### config.mk
export PLATFORM = sky130hd
export DESIGN_NAME = dma_chan_ctl
export DESIGN_NICKNAME = d
export VERILOG_FILES = /design/src/rtl/dma_chan_pkg.sv /design/src/rtl/dma_cfg_regs.sv /design/src/rtl/dma_xfer_seq.sv /design/src/rtl/dma_chan_ctl.sv
export SDC_FILE = /design/constraint.sdc
export NUM_CORES = 1
export LEC_CHECK = 0
export BUFFER_PORTS_ARGS = -buffer_cell sky130_fd_sc_hd__clkbuf_2
export CAP_MARGIN = 20
export CORE_MARGIN = 2
export CORE_UTILIZATION = 40
export CTS_BUF_LIST = sky130_fd_sc_hd__clkbuf_16
export CTS_CLUSTER_DIAMETER = 80
export DETAILED_ROUTE_END_ITERATION = 7
export GPL_ROUTABILITY_DRIVEN = 0
export PLACE_DENSITY = 0.61
export SLEW_MARGIN = 20
export SYNTH_ARGS = -nofsm -noshare
export SYNTH_HDL_FRONTEND = slang
export SYNTH_SLANG_ARGS = --single-unit
### constraint.sdc
create_clock -name clk -period 2.6 [get_ports clk]
set_input_delay 0.39 -clock clk [delete_from_list [all_inputs] [get_ports clk]]
set_output_delay 0.39 -clock clk [all_outputs]
set_load 0.005 [all_outputs]
### src/rtl/dma_chan_pkg.sv
package dma_chan_pkg;
    localparam logic [1:0] MODE_SINGLE = 2'd0;
    localparam logic [1:0] MODE_BURST  = 2'd1;
    localparam logic [1:0] MODE_BLOCK  = 2'd2;

    localparam logic [2:0] ADDR_CTRL  = 3'd0;
    localparam logic [2:0] ADDR_SRC   = 3'd1;
    localparam logic [2:0] ADDR_DST   = 3'd2;
    localparam logic [2:0] ADDR_COUNT = 3'd3;
    localparam logic [2:0] ADDR_BLK   = 3'd4;

    localparam int DRAIN_MAX = 3;
    localparam int DRAIN_W   = $clog2(DRAIN_MAX + 1);
endpackage

### src/rtl/dma_cfg_regs.sv
module dma_cfg_regs
    import dma_chan_pkg::*;
#(
    parameter int AW = 32,
    parameter int BW = 8
) (
    input  logic          clk,
    input  logic          rst_n,
    input  logic          we,
    input  logic [2:0]    addr,
    input  logic [AW-1:0] wdata,
    output logic [AW-1:0] src,
    output logic [AW-1:0] dst,
    output logic [BW-1:0] blksize,
    output logic [1:0]    mode
);
    typedef struct packed {
        logic [AW-1:0] src;
        logic [AW-1:0] dst;
        logic [BW-1:0] blk;
        logic [1:0]    mode;
    } cfg_t;

    cfg_t cfg_d, cfg_q;

    always_comb begin
        cfg_d = cfg_q;
        if (we) begin
            case (addr)
                ADDR_CTRL: cfg_d.mode = wdata[3:2];
                ADDR_SRC:  cfg_d.src  = wdata;
                ADDR_DST:  cfg_d.dst  = wdata;
                ADDR_BLK:  cfg_d.blk  = wdata[BW-1:0];
                default:   ;
            endcase
        end
    end

    always_ff @(posedge clk or negedge rst_n) begin
        if (!rst_n) begin
            cfg_q      <= '0;
            cfg_q.blk  <= BW'(1);
        end else begin
            cfg_q <= cfg_d;
        end
    end

    assign src     = cfg_q.src;
    assign dst     = cfg_q.dst;
    assign blksize = cfg_q.blk;
    assign mode    = cfg_q.mode;
endmodule

### src/rtl/dma_xfer_seq.sv
module dma_xfer_seq
    import dma_chan_pkg::*;
#(
    parameter int CW = 16,
    parameter int BW = 8
) (
    input  logic          clk,
    input  logic          rst_n,
    input  logic          ctrl_we,
    input  logic [1:0]    ctrl_wdata,
    input  logic          cnt_we,
    input  logic [CW-1:0] cnt_wdata,
    input  logic [1:0]    mode,
    input  logic [BW-1:0] blksize,
    input  logic          req,
    input  logic          nmi,
    input  logic          standby,
    input  logic          bus_ack,
    output logic          active,
    output logic          err,
    output logic [CW-1:0] count,
    output logic          bus_req,
    output logic          done,
    output logic          blk_busy
);
    typedef struct packed {
        logic               active;
        logic               err;
        logic               stop;
        logic               busy;
        logic               done;
        logic [DRAIN_W-1:0] drain;
        logic [CW-1:0]      cnt;
        logic [BW-1:0]      blk;
    } seq_t;

    seq_t s_d, s_q;

    logic          complete;
    logic          stop_wr;
    logic          stopping;
    logic          ahead;
    logic          go;
    logic [BW-1:0] blk_load;

    assign blk_load = (blksize == '0) ? BW'(1) : blksize;

    always_comb begin
        s_d      = s_q;
        s_d.done = 1'b0;
        go       = 1'b0;
        complete = s_q.busy && bus_ack;
        stop_wr  = ctrl_we && !ctrl_wdata[0];
        stopping = s_q.stop || stop_wr;

        if (complete) begin
            s_d.busy = 1'b0;
            s_d.cnt  = s_q.cnt - CW'(1);
            if (s_q.blk != '0)   s_d.blk   = s_q.blk - BW'(1);
            if (s_q.drain != '0) s_d.drain = s_q.drain - DRAIN_W'(1);
        end

        case (mode)
            MODE_BURST: ahead = (s_d.drain != '0);
            MODE_BLOCK: ahead = (s_d.blk != '0);
            default:    ahead = 1'b0;
        endcase

        if (s_q.active) begin
            if ((nmi || standby) && s_q.blk != '0) begin
                s_d.active = 1'b0;
                s_d.busy   = 1'b0;
                s_d.stop   = 1'b0;
                s_d.blk    = '0;
                s_d.drain  = '0;
                if (nmi) s_d.err = 1'b1;
            end else if ((complete && s_q.cnt == CW'(1)) ||
                         (!s_q.busy && s_q.cnt == '0)) begin
                s_d.active = 1'b0;
                s_d.done   = 1'b1;
                s_d.stop   = 1'b0;
                s_d.blk    = '0;
                s_d.drain  = '0;
            end else if (s_q.stop && !s_d.busy && !ahead) begin
                s_d.active = 1'b0;
                s_d.stop   = 1'b0;
            end else begin
                if (stop_wr && !s_q.stop) begin
                    s_d.stop = 1'b1;
                    if (mode == MODE_BURST) s_d.drain = DRAIN_W'(DRAIN_MAX);
                end
                if (!s_q.busy) begin
                    case (mode)
                        MODE_BURST: go = !stopping || (s_d.drain != '0);
                        MODE_BLOCK: begin
                            if (s_q.blk != '0) begin
                                go = 1'b1;
                            end else if (req && !stopping) begin
                                go      = 1'b1;
                                s_d.blk = blk_load;
                            end
                        end
                        default:    go = req && !stopping;
                    endcase
                end
                if (go) s_d.busy = 1'b1;
            end
        end else begin
            if (ctrl_we && ctrl_wdata[0]) begin
                s_d.active = 1'b1;
                s_d.stop   = 1'b0;
                s_d.blk    = '0;
                s_d.drain  = '0;
            end
            if (ctrl_we && !ctrl_wdata[1]) s_d.err = 1'b0;
            if (cnt_we) s_d.cnt = cnt_wdata;
        end
    end

    always_ff @(posedge clk or negedge rst_n) begin
        if (!rst_n) s_q <= '0;
        else        s_q <= s_d;
    end

    assign active   = s_q.active;
    assign err      = s_q.err;
    assign count    = s_q.cnt;
    assign bus_req  = s_q.busy;
    assign done     = s_q.done;
    assign blk_busy = (s_q.blk != '0);
endmodule

### src/rtl/dma_chan_ctl.sv
module dma_chan_ctl
    import dma_chan_pkg::*;
#(
    parameter int AW = 32,
    parameter int CW = 16,
    parameter int BW = 8
) (
    input  logic          clk,
    input  logic          rst_n,
    input  logic          wr_en,
    input  logic [2:0]    wr_addr,
    input  logic [AW-1:0] wr_data,
    input  logic [2:0]    rd_addr,
    output logic [AW-1:0] rd_data,
    input  logic          xfer_req,
    input  logic          nmi,
    input  logic          standby,
    output logic          bus_req,
    input  logic          bus_ack,
    output logic          done
);
    logic          active;
    logic          err;
    logic          blk_busy;
    logic [CW-1:0] count;
    logic [AW-1:0] src;
    logic [AW-1:0] dst;
    logic [BW-1:0] blksize;
    logic [1:0]    mode;
    logic          cfg_we;
    logic          ctrl_we;
    logic          cnt_we;

    assign cfg_we  = wr_en && !active;
    assign ctrl_we = wr_en && (wr_addr == ADDR_CTRL);
    assign cnt_we  = cfg_we && (wr_addr == ADDR_COUNT);

    dma_cfg_regs #(.AW(AW), .BW(BW)) u_cfg (
        .clk     (clk),
        .rst_n   (rst_n),
        .we      (cfg_we),
        .addr    (wr_addr),
        .wdata   (wr_data),
        .src     (src),
        .dst     (dst),
        .blksize (blksize),
        .mode    (mode)
    );

    dma_xfer_seq #(.CW(CW), .BW(BW)) u_seq (
        .clk        (clk),
        .rst_n      (rst_n),
        .ctrl_we    (ctrl_we),
        .ctrl_wdata (wr_data[1:0]),
        .cnt_we     (cnt_we),
        .cnt_wdata  (wr_data[CW-1:0]),
        .mode       (mode),
        .blksize    (blksize),
        .req        (xfer_req),
        .nmi        (nmi),
        .standby    (standby),
        .bus_ack    (bus_ack),
        .active     (active),
        .err        (err),
        .count      (count),
        .bus_req    (bus_req),
        .done       (done),
        .blk_busy   (blk_busy)
    );

    always_comb begin
        rd_data = '0;
        case (rd_addr)
            ADDR_CTRL:  rd_data[3:0]    = {mode, err, active};
            ADDR_SRC:   rd_data         = src;
            ADDR_DST:   rd_data         = dst;
            ADDR_COUNT: rd_data[CW-1:0] = count;
            ADDR_BLK:   rd_data[BW-1:0] = blksize;
            default:    ;
        endcase
    end
endmodule

==> flow_summary_export.csv, run 1 <==
group,metric,value,unit
status,outcome,"complete, no violations",
timing,rsz0062_at_grt,"no",
placement,portBuffers,78,
global_route,grt_overflow_total,0,
power,p_leak,2.83,nW
layout,drive_gt1_share,35.1,%
synth,ys_warn_count,0,
floorplan,core,0.0133,mm²
timing,fin_crit_sh,94.2,%
clocking,clk_pin_slew,70,ps
clocking,cts_buffers,9,
route,drtIter0Drc,264,
clocking,cts_htree_levels,3,
clocking,root_buffer,"clkbuf_16",
layout,fin_nets,633,
clocking,clock_sinks,105,
floorplan,rows,42,
floorplan,die_h,121,µm
synth,synthesis.area,0.00550,mm²
route,vias,4238,
floorplan,dieArea,0.0147,mm²
route,post_drt_wl_per_cell,17.9,µm
route,firstDrtPassIters,4,
global_route,grt_max_degree,45,
timing,max_freq,408,MHz
route,wl_met3,844,µm
synth,syn-num-nets,555,
timing,finalSetupViolCount,0,
worst_setup_path,crit_chain,"inv_2, ha_1, or3b_2, o22ai_1, o211ai_2, nor4_4, o221a_1, o31a_1",
layout,area_growth_syn_to_layout,16.7,%
floorplan,start_util,41.2,%
timing,clock-skew-final,6.15,ps
power,ir_drop,0.541,mV
synth,ys_seq_area_share,47.8,%
global_route,grt_pass1_vias,4333,
route,drc,0,
worst_setup_path,ff2ff_path_depth,8,
global_route,grt_pass1_wl,22.4,mm
synth,yosys_register_bits,105,
route,ant_nets,0,
worst_setup_path,critPathTopFamily,"compound AO/OA/AOI/OAI gates",
timing,hold_violations,0,
synth,yosys_most_used_dff,"dfrtp_1",
route,route.met2.wl,6.54,mm
timing,final_max_slew_viol_count,0,
layout,final_area,0.00642,mm²
timing,setup-tns-final,0,ps
route,top_layer,"met4",
worst_setup_path,endpoint,"u_seq.s_q[28]",
worst_setup_path,path_buf_inv,1,
placement,placed_area,0.00614,mm²
worst_hold_path,hold_class,"input port to async pin",
floorplan,chipWidth,121,µm
clocking,cts_buffer_depth,2,
global_route,grt_usage,19.3,%
timing,fin_hold_ws,58.0,ps
route,finalWirelength,13.7,mm
synth,synth_cell_types,59,
worst_setup_path,cp-start-kind,"flop",
route,wl_met1,6.11,mm
synth,syn_area_per_cell,10.9,µm²
route,via_per_inst,5.55,
layout,antenna_cells,0,
worst_setup_path,max_stage_delay,490,ps
floorplan,io_pins,79,
clocking,cts_tree,"done",
placement,post-dp-hpwl,9.77,mm
worst_setup_path,critical-path-slowest-cell,"or3b_2",
worst_setup_path,worstSetupEndpointType,"flop",
power,power.density,874,mW/mm²
flow_run,maxCapViolations,0,
clocking,clk-insertion-delay-late,340,ps
synth,synth_edf_count,0,
worst_setup_path,r2r_setup_slack,150,ps
worst_setup_path,cp_data_required_time,2880,ps
global_route,antenna_found_initial,0,
worst_setup_path,r2r_end,"u_seq.s_q[28]",
worst_setup_path,cp_max_fo,6,
timing,worst_pin_slew,662,ps
worst_setup_path,cp.arrival,2730,ps
worst_setup_path,crit_start,"u_seq.s_q[0]",
worst_setup_path,critPathKind,"flop to flop",
synth,async_flop_share,100,%
timing,finalWorstSetupSlack,150,ps
worst_setup_path,cp.depth,8,
placement,dp_slack,179,ps
timing,min_period,2450,ps
synth,syn_inst,504,
timing,slew_headroom,55.4,%
worst_setup_path,reg2reg_from,"u_seq.s_q[0]",
clocking,cts_setup_buffers,0,
[Yosys cell counts, drive strengths merged (8+ instances only)]
| cell type | n | area (µm²) |
|---|---|---|
| a21oi | 18 | 90.1 |
| a22o | 16 | 140 |
| a22oi | 10 | 75.1 |
| clkbuf | 24 | 90.1 |
| dfrtp | 104 | 2600 |
| inv | 13 | 48.8 |
| mux2 | 83 | 935 |
| mux2i | 9 | 90.1 |
| nand2 | 36 | 135 |
| nor2 | 32 | 120 |
| nor3 | 11 | 55.1 |
| nor4 | 8 | 56.3 |
| o21ai | 31 | 155 |
| o22ai | 9 | 56.3 |
| xnor2 | 13 | 114 |
[flip-flops by register name, summed over array words and instances, names as in the netlist]
signal,cells
u_cfg.blksize,8
u_cfg.dst,32
u_cfg.mode,2
u_cfg.src,32
u_seq.active,1
u_seq.bus_req,1
u_seq.count,16
u_seq.done,1
u_seq.err,1
u_seq.s_q,11
[where the power goes]
group          internal [mW]  switching, mW  total (mW)
clock network          0.640          0.584        1.22
logic                  0.912          0.854        1.77
registers               2.16          0.453        2.62
[per-layer routing]
metal	global-route usage (%)	vias up
met5	0	-
met4	4.96	0
met3	4.42	16
met2	31.7	134
met1	25.9	2081
li1	-	2007
[cells by family after synthesis]
group / count (synthesis) / synth area share [%]
xor+xnor: 17 / 2.71
fa+ha+maj: 6 / 1.37
buf+inv: 42 / 3.12
simple gates: 127 / 11.9
flops: 105 / 47.8
compound gates: 114 / 14.1
mux: 93 / 19.1
[per-stage QoR]
stage                     std cells  utilization [%]  total power [mW]
after floorplan                 504                -              3.79
after global routing            763             48.1              5.98
after global placement          747             46.0              4.31
after detailed placement        747             46.0              4.39
final                           763             48.1              5.61
after CTS                       763             48.0              5.64
[what timing repair did]
| action | in CTS | in global routing |
|---|---|---|
| endpoints found under the hold margin | 0 | 0 |
| hold buffers | 0 | 0 |
| gates resized for setup | 0 | 2 |
| setup endpoints to repair | 0 | 3 |
[worst min-delay path by stage]
stage                from          endpoint  slack, ps  cells past startpoint
finish              rst_n      u_cfg.dst[8]         60                      1
global route        rst_n     u_cfg.dst[13]        100                      1
CTS                 rst_n     u_cfg.dst[13]         70                      1
detailed placement  rst_n      u_cfg.dst[8]        440                      1
global placement    rst_n      u_cfg.dst[8]        440                      1
floorplan           rst_n  u_cfg.blksize[1]         90                      0
[layout by cell type (no fill, tap or decap), drive strengths merged, types with 5 or more instances in the layout]
cell,netlist,final
nor3,11,11
a22o,16,16
nor2,32,32
mux2,83,83
xnor2,13,13
nor2b,7,7
clkbuf,24,86
nor4,8,8
inv,13,16
nand2,36,36
nand3,7,7
ha,6,6
mux2i,9,9
a21oi,18,18
a22oi,10,10
buf,5,19
a31oi,5,5
o21ai,31,31
o22ai,9,9
dfrtp,104,104
[area by class of cell]
cell class	instances	area, µm²
Inverter	13	48.8
Sequential cell	105	2630
Timing Repair Buffer	96	541
Multi-Input combinational cell	357	2720
Tap cell	176	220
Clock buffer	9	225
Fill cell	1258	6930
Clock inverter	7	37.5
(Power assumes the default switching activity.)
==> run 2, diff against run 1 <==
==> constraint.sdc (replaced) <==
create_clock -name clk -period 2.6 [get_ports clk]
set_input_delay 0.39 -clock clk [delete_from_list [all_inputs] [get_ports clk]]
set_output_delay 0.39 -clock clk [all_outputs]
set_load 0.02 [all_outputs]
==> flow_summary_export.csv, run 2 (same netlist as run 1, synthesis figures left out) <==
group,metric,value,unit
route,vias,4297,
global_route,grt_max_degree,41,
floorplan,start_util,41.2,%
route,ant_nets,0,
placement,portBuffers,78,
floorplan,die_h,121,µm
clocking,cts_tree,"done",
global_route,grt_usage,20.1,%
power,pwr-share-clk,21.6,%
layout,area_growth_syn_to_layout,16.5,%
global_route,grt_pass1_vias,4484,
timing,finalWorstSetupSlack,155,ps
route,firstDrtPassIters,4,
timing,fin_hold_ws,18.8,ps
clocking,ctsResizeCount,0,
placement,post-dp-hpwl,9.98,mm
power,ir_drop,0.527,mV
floorplan,dieArea,0.0147,mm²
layout,fill_cells,1251,
layout,final_cell_mix,"dfrtp_1, mux2_2, clkbuf_2",
layout,fin_nets,631,
power,p_leak,2.82,nW
layout,final_common_cell,"dfrtp_1",
route,drc,0,
floorplan,io_pins,79,
worst_setup_path,worstSetupEndpointType,"flop",
timing,setup-tns-final,0,ps
clocking,root_buffer,"clkbuf_16",
clocking,cts_hold_buf,0,
layout,final_core_util,48.0,%
layout,drive_gt1_share,34.9,%
power,netSwitchingFraction,34.9,%
power,pwr-share-seq,46.0,%
timing,finalSetupViolCount,0,
worst_setup_path,cp.arrival,2680,ps
status,outcome,"complete, no violations",
timing,rsz0062_at_grt,"no",
clocking,cts_buffer_depth,2,
placement,dp_slack,186,ps
route,via_per_inst,5.65,
worst_setup_path,cp-start-kind,"flop",
clocking,cts_buffers,9,
timing,clock-skew-final,7.92,ps
worst_setup_path,critPathKind,"flop to flop",
power,p_comb_share,32.4,%
route,finalWirelength,13.8,mm
clocking,clock_sinks,105,
power,p_switching,1.99,mW
timing,slew_headroom,59.7,%
global_route,antenna_found_initial,0,
timing,max_freq,409,MHz
layout,antenna_cells,0,
global_route,grt_pass1_wl,22.9,mm
global_route,grt_overflow_total,0,
floorplan,core,0.0133,mm²
clocking,clk_pin_slew,70,ps
clocking,cts_htree_levels,3,
timing,fin_crit_sh,94.0,%
worst_hold_path,hold_class,"input port to async pin",
route,post_drt_wl_per_cell,18.2,µm
worst_setup_path,cp_max_fo,5,
power,power.density,891,mW/mm²
route,drtIter0Drc,234,
power,internal_power,3.71,mW
timing,final_max_slew_viol_count,0,
floorplan,chipWidth,121,µm
timing,hold_violations,0,
timing,min_period,2450,ps
worst_setup_path,cp_data_required_time,2830,ps
floorplan,rows,42,
timing,worst_pin_slew,601,ps
clocking,clk-insertion-delay-late,360,ps
flow_run,maxCapViolations,0,
clocking,cts_setup_buffers,0,
run 2: cell types whose count changed in the layout (fill, tap and decap cells not counted), sizes merged:
| cell | delta |
|---|---|
| inv | -1 |
| buf | -2 |
run 2: worst max-delay path, stage by stage (launching register included):
cell and delay, ps:
dfrtp_1 390, inv_1 140, ha_1 170, or3b_2 500, or3_1 390, a221oi_2 240, nand4_1 150, a31oi_1 250
nor3_1 90
run 2: worst paths after layout:
check	from	to	slack, ps	cells after the start
max in group asynchronous	rst_n	u_cfg.blksize[0]	1950	2
max	u_seq.s_q[0]	u_seq.bus_req	150	8
min reg2reg	u_cfg.dst[14]	u_cfg.dst[14]	510	1
max reg2reg	u_seq.s_q[0]	u_seq.bus_req	150	8
min in group clk	wr_data[24]	u_cfg.dst[24]	280	2
min	rst_n	u_cfg.dst[8]	20	1
run 2: metrics by stage:
stage / total power, mW / std cells / area (µm²)
after global placement: 4.40 / 745 / 6140
after global routing: 6.08 / 760 / 6400
final: 5.70 / 760 / 6400
after CTS: 5.74 / 760 / 6400
after detailed placement: 4.48 / 745 / 6140
after floorplan: 3.88 / 504 / 5500
run 2: cell type report:
| cell class | instances | area (µm²) | area share [%] |
|---|---|---|---|
| tap | 176 | 220 | 3.44 |
| clock buffer | 9 | 225 | 3.52 |
| sequential | 105 | 2630 | 41.1 |
| timing repair buffer | 94 | 538 | 8.40 |
| inverter | 13 | 48.8 | 0.762 |
| multi-input combinational | 357 | 2710 | 42.3 |
| clock inverter | 6 | 35.0 | 0.547 |
run 2: power by group through the flow:
stage	clock network [mW]	logic, mW	registers, mW
finish	1.23	1.85	2.63
CTS	1.27	1.85	2.62
floorplan	0	1.40	2.48
global placement	0	1.79	2.61
detailed placement	0	1.83	2.65
global route	1.33	2.04	2.70
run 2: metal layers:
metal  share of wire [%]  vias up  GRT usage [%]
li1                    -     1995              -
met4                 2.0        0           6.11
met1                  45     2166           26.0
met2                  47      112           32.7
met5                   0        -              0
met3                 5.3       24           5.83
==> run 3, diff against run 2 <==
Settings changed: PLACE_DENSITY 0.61 to 0.63.
Clock period 2.6 ns to 2 ns, I/O delays scaled along.
==> flow_summary_export.csv, run 3 (same netlist as run 1, synthesis figures left out) <==
group,metric,value,unit
status,outcome,"finished, violations left",
status,violations,"negative hold slack, negative setup slack",
worst_setup_path,cp-start-kind,"flop",
route,firstDrtPassIters,7,
layout,drive_gt1_share,45.0,%
global_route,grt_pass1_wl,23.8,mm
timing,setup-tns-final,-1640,ps
clocking,cts_buffers,9,
timing,finalWorstSetupSlack,-255,ps
placement,portBuffers,78,
worst_hold_path,hold_class,"input port to async pin",
layout,fill_cells,1186,
layout,area_growth_syn_to_layout,28.5,%
flow_run,maxCapViolations,0,
layout,final_cell_mix,"dfrtp_1, mux2_2, clkbuf_2",
layout,fin_nets,682,
global_route,grt_usage,20.6,%
layout,final_common_cell,"dfrtp_1",
floorplan,start_util,41.2,%
clocking,cts_htree_levels,3,
route,finalWirelength,14.4,mm
timing,rsz0062_at_grt,"yes",
timing,fin_crit_sh,113,%
placement,placed_area,0.00655,mm²
floorplan,rows,42,
clocking,clk_pin_slew,70,ps
clocking,cts_tree,"done",
timing,clock-skew-final,5.35,ps
floorplan,chipWidth,121,µm
worst_setup_path,cp_max_fo,2,
global_route,grt_pass1_vias,4657,
worst_setup_path,critPathKind,"flop to flop",
global_route,antenna_found_initial,0,
route,post_drt_wl_per_cell,17.7,µm
power,p_leak,3.16,nW
timing,max_freq,443,MHz
clocking,clock_sinks,105,
floorplan,core,0.0133,mm²
layout,final_core_util,52.9,%
floorplan,dieArea,0.0147,mm²
floorplan,io_pins,79,
timing,min_period,2260,ps
clocking,cts_hold_buf,0,
timing,hold_violations,5,
route,drtIter0Drc,279,
power,power.density,1190,mW/mm²
worst_setup_path,cp.arrival,2490,ps
route,via_per_inst,5.53,
route,vias,4490,
clocking,cts_buffer_depth,2,
timing,final_max_slew_viol_count,0,
timing,fin_hold_ws,-2.73,ps
clocking,clk-insertion-delay-late,350,ps
timing,slew_headroom,60.8,%
route,drc,0,
timing,worst_pin_slew,588,ps
worst_setup_path,cp_data_required_time,2240,ps
global_route,grt_max_degree,106,
layout,regArea,0.00263,mm²
global_route,grt_overflow_total,0,
worst_setup_path,worstSetupEndpointType,"flop",
worst_setup_path,r2r_setup_slack,-260,ps
timing,finalSetupViolCount,13,
power,ir_drop,0.597,mV
floorplan,die_h,121,µm
placement,post-dp-hpwl,10.2,mm
clocking,root_buffer,"clkbuf_16",
placement,dp_slack,-252,ps
layout,multi_input_area,0.00288,mm²
layout,final_area,0.00706,mm²
route,ant_nets,0,
layout,antenna_cells,0,
run 3: cell types whose count changed in the layout (fill, tap and decap cells not counted), moves of 4 or more:
cell and change:
o21ai_0 -8, buf_4 +44, nor4_1 -4, o21ai_2 +6, buf_12 +4
run 3: critical path: stages, from the launching register on:
cell and delay, ps:
dfrtp_1 390, inv_2 90, ha_4 130, or3b_4 380
or3_4 380, a221oi_2 210, nand4_1 200, a31oi_2 280
o21ai_1 80
run 3: cell type report:
type | instances | share of cell area, %
clock buffer | 9 | 3.19
clock inverter | 7 | 1.05
tap | 176 | 3.12
inverter | 13 | 0.691
timing repair buffer | 145 | 14.0
multi-input combinational | 357 | 40.8
sequential | 105 | 37.2
run 3: what timing repair did:
action,4_1_cts,5_1_grt
buffers inserted,4,0
pin swaps,11,8
resized for setup,22,22
endpoints found under the setup margin,15,18
run 3: worst paths after layout:
kind / startpoint / to / depth (start not counted)
hold / removal: rst_n / u_seq.count[8] / 2
setup / recovery: u_seq.s_q[0] / u_seq.active / 8
max in group asynchronous: rst_n / u_cfg.blksize[4] / 2
hold reg to reg: u_cfg.dst[25] / u_cfg.dst[25] / 1
min in group clk: wr_data[27] / u_cfg.dst[27] / 2
setup reg to reg: u_seq.s_q[0] / u_seq.active / 8
run 3: power by group:
group          leakage [nW]  total, mW  switching (mW)  internal, mW
combinational          1.72       3.28            1.59          1.69
clock                 0.149       1.81           0.823         0.983
sequential             1.29       3.30           0.488          2.81
total                  3.16       8.39            2.90          5.49
run 3: through the flow:
stage,hold slack [ps],instances,total power [mW]
3_3_place_gp,420,792,6.21
5_1_grt,51.3,812,8.91
6_report,-2.73,812,8.39
2_1_floorplan,4.41,504,5.08
4_1_cts,45.2,812,8.31
3_5_place_dp,423,792,6.33
run 3: routing by layer:
layer / vias to the layer above / wire length [µm] / GRT usage (%)
met3: 14 / 838 / 3.76
met1: 2226 / 6500 / 28.6
met4: 0 / 163 / 6.39
met2: 155 / 6880 / 33.0
met5: - / 0 / 0
li1: 2095 / - / -
